**config.mk**
```make
export PLATFORM = sky130hd
export DESIGN_NAME = raw_stall_unit
export DESIGN_NICKNAME = d
export VERILOG_FILES = /design/src/rtl/hz_pkg.sv /design/src/rtl/hz_src_match.sv /design/src/rtl/hz_bubble_mux.sv /design/src/rtl/raw_stall_unit.sv
export SDC_FILE = /design/constraint.sdc
export NUM_CORES = 1
export LEC_CHECK = 0
export ABC_CLOCK_PERIOD_IN_PS = 1100
export BUFFER_PORTS_ARGS = -buffer_cell sky130_fd_sc_hd__clkbuf_2
export CAP_MARGIN = 40
export CORE_AREA = 2 2 39 41
export DETAILED_ROUTE_END_ITERATION = 10
export DIE_AREA = 0 0 41 43
export PLACE_DENSITY = 0.75
export SLEW_MARGIN = 10
export SYNTH_ARGS = -nofsm -noshare
export SYNTH_HDL_FRONTEND = slang
export SYNTH_HIERARCHICAL = 1
export SYNTH_SLANG_ARGS = --single-unit
export TNS_END_PERCENT = 5
```
**constraint.sdc**
```tcl
create_clock -name vclk -period 1.1
set_input_delay 0.055 -clock vclk [all_inputs]
set_output_delay 0.055 -clock vclk [all_outputs]
set_load 0.1 [all_outputs]
```
**src/rtl/hz_pkg.sv**
```systemverilog
package hz_pkg;
  localparam int NUM_SRC  = 2;
  localparam int NUM_PROD = 2;

  typedef struct packed {
    logic pc_we;
    logic ifid_we;
    logic bubble;
  } stall_dec_t;
endpackage

```
**src/rtl/hz_src_match.sv**
```systemverilog
module hz_src_match #(
  parameter int AW = 5
) (
  input  logic          clk,
  input  logic          rst,
  input  logic [AW-1:0] src,
  input  logic          src_used,
  input  logic [AW-1:0] dst,
  input  logic          dst_wen,
  output logic          hit
);
  localparam logic [AW-1:0] ZERO_REG = '0;

  always_comb begin
    hit = src_used && dst_wen && (src != ZERO_REG) && (src == dst);
  end


  zero_reg_quiet_chk: assert property (@(posedge clk) disable iff (rst)
    (src == ZERO_REG) |-> !hit);
endmodule

```
**src/rtl/hz_bubble_mux.sv**
```systemverilog
module hz_bubble_mux #(
  parameter int CW = 8
) (
  input  logic          clk,
  input  logic          rst,
  input  logic          bubble,
  input  logic [CW-1:0] ctrl_in,
  output logic [CW-1:0] ctrl_out
);
  always_comb begin
    ctrl_out = bubble ? '0 : ctrl_in;
  end


  bubble_zero_chk: assert property (@(posedge clk) disable iff (rst)
    bubble |-> (ctrl_out == '0));

  pass_through_chk: assert property (@(posedge clk) disable iff (rst)
    !bubble |-> (ctrl_out == ctrl_in));
endmodule

```
**src/rtl/raw_stall_unit.sv**
```systemverilog
module raw_stall_unit
  import hz_pkg::*;
#(
  parameter int AW = 5,
  parameter int CW = 8
) (
  input  logic          clk,
  input  logic          rst,
  input  logic [AW-1:0] id_src_a,
  input  logic          id_src_a_used,
  input  logic [AW-1:0] id_src_b,
  input  logic          id_src_b_used,
  input  logic [AW-1:0] ex_dst,
  input  logic          ex_wen,
  input  logic [AW-1:0] mem_dst,
  input  logic          mem_wen,
  input  logic [CW-1:0] id_ctrl,
  output logic          pc_write,
  output logic          ifid_write,
  output logic          bubble_sel,
  output logic [CW-1:0] idex_ctrl
);
  logic [AW-1:0] src_vec  [NUM_SRC];
  logic          src_use  [NUM_SRC];
  logic [AW-1:0] prod_dst [NUM_PROD];
  logic          prod_wen [NUM_PROD];
  logic [NUM_SRC*NUM_PROD-1:0] hits;
  logic          raw_hit;
  logic          flush;
  stall_dec_t    dec;

  always_comb begin
    src_vec[0]  = id_src_a;   src_use[0]  = id_src_a_used;
    src_vec[1]  = id_src_b;   src_use[1]  = id_src_b_used;
    prod_dst[0] = ex_dst;     prod_wen[0] = ex_wen;
    prod_dst[1] = mem_dst;    prod_wen[1] = mem_wen;
  end

  for (genvar s = 0; s < NUM_SRC; s++) begin : g_src
    for (genvar p = 0; p < NUM_PROD; p++) begin : g_prod
      hz_src_match #(.AW(AW)) u_cmp (
        .clk      (clk),
        .rst      (rst),
        .src      (src_vec[s]),
        .src_used (src_use[s]),
        .dst      (prod_dst[p]),
        .dst_wen  (prod_wen[p]),
        .hit      (hits[s*NUM_PROD+p])
      );
    end
  end

  always_comb begin
    raw_hit     = |hits;
    dec.pc_we   = rst || !raw_hit;
    dec.ifid_we = rst || !raw_hit;
    dec.bubble  = !rst && raw_hit;
    flush       = rst || raw_hit;
  end

  assign pc_write   = dec.pc_we;
  assign ifid_write = dec.ifid_we;
  assign bubble_sel = dec.bubble;

  hz_bubble_mux #(.CW(CW)) u_mux (
    .clk      (clk),
    .rst      (rst),
    .bubble   (flush),
    .ctrl_in  (id_ctrl),
    .ctrl_out (idex_ctrl)
  );


  ex_stall_chk: assert property (@(posedge clk) disable iff (rst)
    (ex_wen && id_src_a_used && id_src_a != '0 && id_src_a == ex_dst)
      |-> (!pc_write && !ifid_write && bubble_sel));

  mem_stall_chk: assert property (@(posedge clk) disable iff (rst)
    (mem_wen && id_src_b_used && id_src_b != '0 && id_src_b == mem_dst)
      |-> (!pc_write && !ifid_write && bubble_sel));

  no_writer_chk: assert property (@(posedge clk) disable iff (rst)
    (!ex_wen && !mem_wen) |-> (pc_write && !bubble_sel));

  no_reader_chk: assert property (@(posedge clk) disable iff (rst)
    (!id_src_a_used && !id_src_b_used) |-> (ifid_write && !bubble_sel));
endmodule

```
# Word-level counts from Yosys, hierarchy flattened
# Cells that the tools add are included.
# classes
n_eq_ne,4
n_mux,1
reduce_logical,20
# ops
op,n
$eq A5 B5 Y1,4
$logic_and A1 B1 Y1,13
$reduce_bool A5 Y1,2
$mux W8,1
$reduce_or A4 Y1,1
$logic_not A1 Y1,2
$logic_or A1 B1 Y1,2
# totals
register_bits,0
inputBits,34
out_inout_bits,11

# Depth between registers and ports, before layout
# depth
depth_word,6
mapped_depth,6

# Cells and area by module
# Netlist, hierarchy kept.
# modules_own_cells
mod,instances,cells_per_inst,area_per_inst_um2,seq_area_each_um2
hz_src_match,4,10,76.3,0.0
hz_bubble_mux,1,8,50.0,0.0
raw_stall_unit,1,5,36.3,0.0

# Worst setup path after synthesis
# Ideal clock, no wire load.
# synth_path
path_kind,input -> output
start,in id_src_a[2]
end,out idex_ctrl[0]
arrival_ps,2400
required_time_ps,1045
setup_slack_ps,-1355
cell_stages,6
cell_sequence,nor4_1 o21ai_0 nor3b_2 nor4_2 nand2b_1 nor2b_1
# synth_between
elab_chain_len,6
# synth_lines
item,line_no,text
"start, declared",raw_stall_unit.sv:9,"input logic [AW-1:0] id_src_a,"
$reduce_bool A5 Y1,hz_src_match.sv:15,hit = src_used && dst_wen && (src != ZERO_REG) && (src == dst);
$logic_and A1 B1 Y1,hz_src_match.sv:15,
$logic_and A1 B1 Y1 (*),hz_src_match.sv:15,
via hits[1],raw_stall_unit.sv:27,logic [NUM_SRC*NUM_PROD-1:0] hits;
$reduce_or A4 Y1 (*),raw_stall_unit.sv:54,raw_hit = |hits;
$logic_or A1 B1 Y1 (*),raw_stall_unit.sv:58,flush = rst || raw_hit;
via flush,raw_stall_unit.sv:29,logic flush;
$mux W8 (*),hz_bubble_mux.sv:11,ctrl_out = bubble ? '0 : ctrl_in;
"end, declared",raw_stall_unit.sv:21,output logic [CW-1:0] idex_ctrl
# Mark *: on every way through the listed nets, which the timed path passes. The rest lies on a longest branch.

# Worst setup path after layout
# layout_path
start,in id_src_a[1]
end,out idex_ctrl[1]
# Same word-level chain as after synthesis.

==> flow_metrics.tcl <==
set metrics [dict create \
    critical_path.cell_chain "buf_6 -> nor4_4 -> o21ai_1 -> nor3b_4 -> nor4_4 -> nand2b_4 -> nor2b_4 -> buf_12" \
    synthTopCellsByCount "16 x xnor2_1, 8 x nor2b_1" \
    n_clock_buffer 0 \
    synthAdderAreaFrac_pct 0 \
    first_iter_violations 12 \
    gp_congestion 0.7402 \
    final.setup.tns_ns -6.216 \
    required_ns 1.04 \
    post-route-drc-count 0 \
    synth_mux_area_share_pct 0 \
    p_leak_nw 0.4899 \
    critPathSlowestCell "nor4_4" \
    setup_viol_count_final 11 \
    pwr_density_cell_nw_per_um2 523.4 \
    hold_path_end "bubble_sel" \
    core_um2 1384 \
    worstMarginPinSlew_ns 0.2998 \
    layout.cells.non_filler 122 \
    hold_buffers 0 \
    criticalPathCategory "input pin to output pin" \
    grt_use_met3_pct 1.047 \
    overflow 0 \
    final_nets 142 \
    cp.buffers_inverters 2 \
    crit_family "simple AND/OR/NAND/NOR gates" \
    p_total_w 0.0005704 \
    outcome "complete, but fails checks" \
    design.seq.count 0 \
    min_from "rst" \
    fmax_mhz 589.7 \
    yosys_warnings 6 \
    synth_area_leaders "xnor2_1 36%, nor2b_1 13%, nor3b_2 13%" \
    synth_xor_area_share_pct 35.78 \
    cp-startpoint "id_src_a[1]" \
    grt_usage_pct 18.38 \
    yosys.cell_count.top_type "xnor2_1" \
    wl_per_cell_um 14.47 \
    antenna_found_initial 0 \
    die_x_um 41 \
    syn2layout_area_growth_pct 178.3 \
    vdd_drop_max_v 0.0002791 \
    arrival_ns 1.64 \
    synth_area_leader_cell "xnor2_1" \
    cpPeakStageDelay_ns 0.34 \
    layout-drive-gt1-share_pct 74.53 \
    seq_area_frac_synth_pct 0 \
    relSlewSlack_pct 79.87 \
    netlist_instances 53 \
    syn_area_um2 391.6 \
    fin_crit_sh_pct 154.2 \
    die_height_um 43 \
    grt_setup_unrepaired "true" \
    violations "negative setup slack" \
    holdPathStages 3 \
    worst_slack_ns -0.5959 \
    cap_violations 0 \
    final_max_slew_viol_count 0 \
    holdCritPathClass "input pin to output pin" \
    via_per_inst 5.197 \
    grtUsageMet1_pct 20.57 \
    io_pins 45 \
    numPortBuffers 44 \
    synth.net_count 87 \
    synth_top_family_by_area "simple AND/OR/NAND/NOR gates" \
    cp_common_cell "nor4_4" \
    std_cell_rows 14 \
    avgSynthCellArea_um2 7.389 \
    finalWirelength_mm 1.765 \
    synth_compound_area_share_pct 14.06 \
    worstSetupEndpointType "output pin" \
    antenna_left 0 \
    grt_pass1_vias 621 \
    utilization_pct 78.75 \
    diodes 0 \
    drtPass1Iterations 4 \
    synth_top_area_share_pct 35.78 \
    whs_ns 0.4395 \
    seq_area_um2 0 \
    ys_types 13 \
    vias 634 \
    startpoint_type "input pin" \
    hold_violations 0 \
    busiest_layer "met2" \
    grt_first_pass_wirelength_mm 2.401 \
    yosys.area_share.simple_pct 44.41 \
    die_area_um2 1763 \
    final.min_clock_period_ns 1.696 \
    start_util_pct 28.30 \
    grt_start_max_net_pins 9 \
    crit_fanout 8 \
    grt_use_met2_pct 36.56 \
    dp_cells 121 \
]
==> cells by family after synthesis <==
group                     Yosys count
buffers and inverters               5
and+or+nand+nor                    24
AOI/OAI and AO/OA                   8
xor gates and xnor gates           16
==> worst max-delay path by stage <==
stage / endpoint / slack (ns) / depth (start not counted)
final: idex_ctrl[1] / -0.60 / 8
after global routing: idex_ctrl[1] / -0.69 / 9
after CTS: idex_ctrl[1] / -0.60 / 8
after detailed placement: idex_ctrl[1] / -0.66 / 8
after global placement: idex_ctrl[0] / -0.54 / 8
after floorplan: idex_ctrl[0] / -0.61 / 6
==> stage by stage <==
step	instance area [µm²]	worst slack, ns
finish	1090	-0.5959
global route	1090	-0.6888
CTS	999.7	-0.6014
detailed placement	938.4	-0.6636
global placement	938.4	-0.5367
floorplan	473.0	-0.6074
==> layer usage <==
| layer | up-vias | part of all wire, % | wire length [µm] |
|---|---|---|---|
| li1 | 295 | - | - |
| met4 | 0 | 1.2 | 22 |
| met3 | 2 | 9.7 | 171 |
| met5 | - | 0 | 0 |
| met2 | 50 | 55 | 974 |
| met1 | 287 | 34 | 596 |
==> final cells by class <==
class	count	area, µm²
multi-input cells	48	545.5
inverters	4	15.01
fillers	80	294.0
repair buffers	54	509.2
well taps	16	20.02
==> what timing repair did <==
item                                    CTS  global route
pin swaps                                 6             7
setup buffers                             1             0
endpoints found under the setup margin   11            11
resized for setup                         9            24
==> report_power, final <==
| part | internal [W] | switching, W |
|---|---|---|
| Clock | 0 | 0 |
| Combinational | 0.000257 | 0.000313 |
| Sequential | 0 | 0 |
==> cells in the final DEF (no fill, tap or decap), types with 3 or more instances in the layout <==
| cell type | count |
|---|---|
| clkbuf_2 | 27 |
| inv_1 | 4 |
| nor2b_4 | 8 |
| buf_12 | 11 |
| nand3_1 | 4 |
| nor4_4 | 3 |
| o21ai_1 | 3 |
| xnor2_2 | 3 |
| xnor2_1 | 13 |
| buf_4 | 10 |
| buf_6 | 3 |
(Power assumes the default switching activity.)
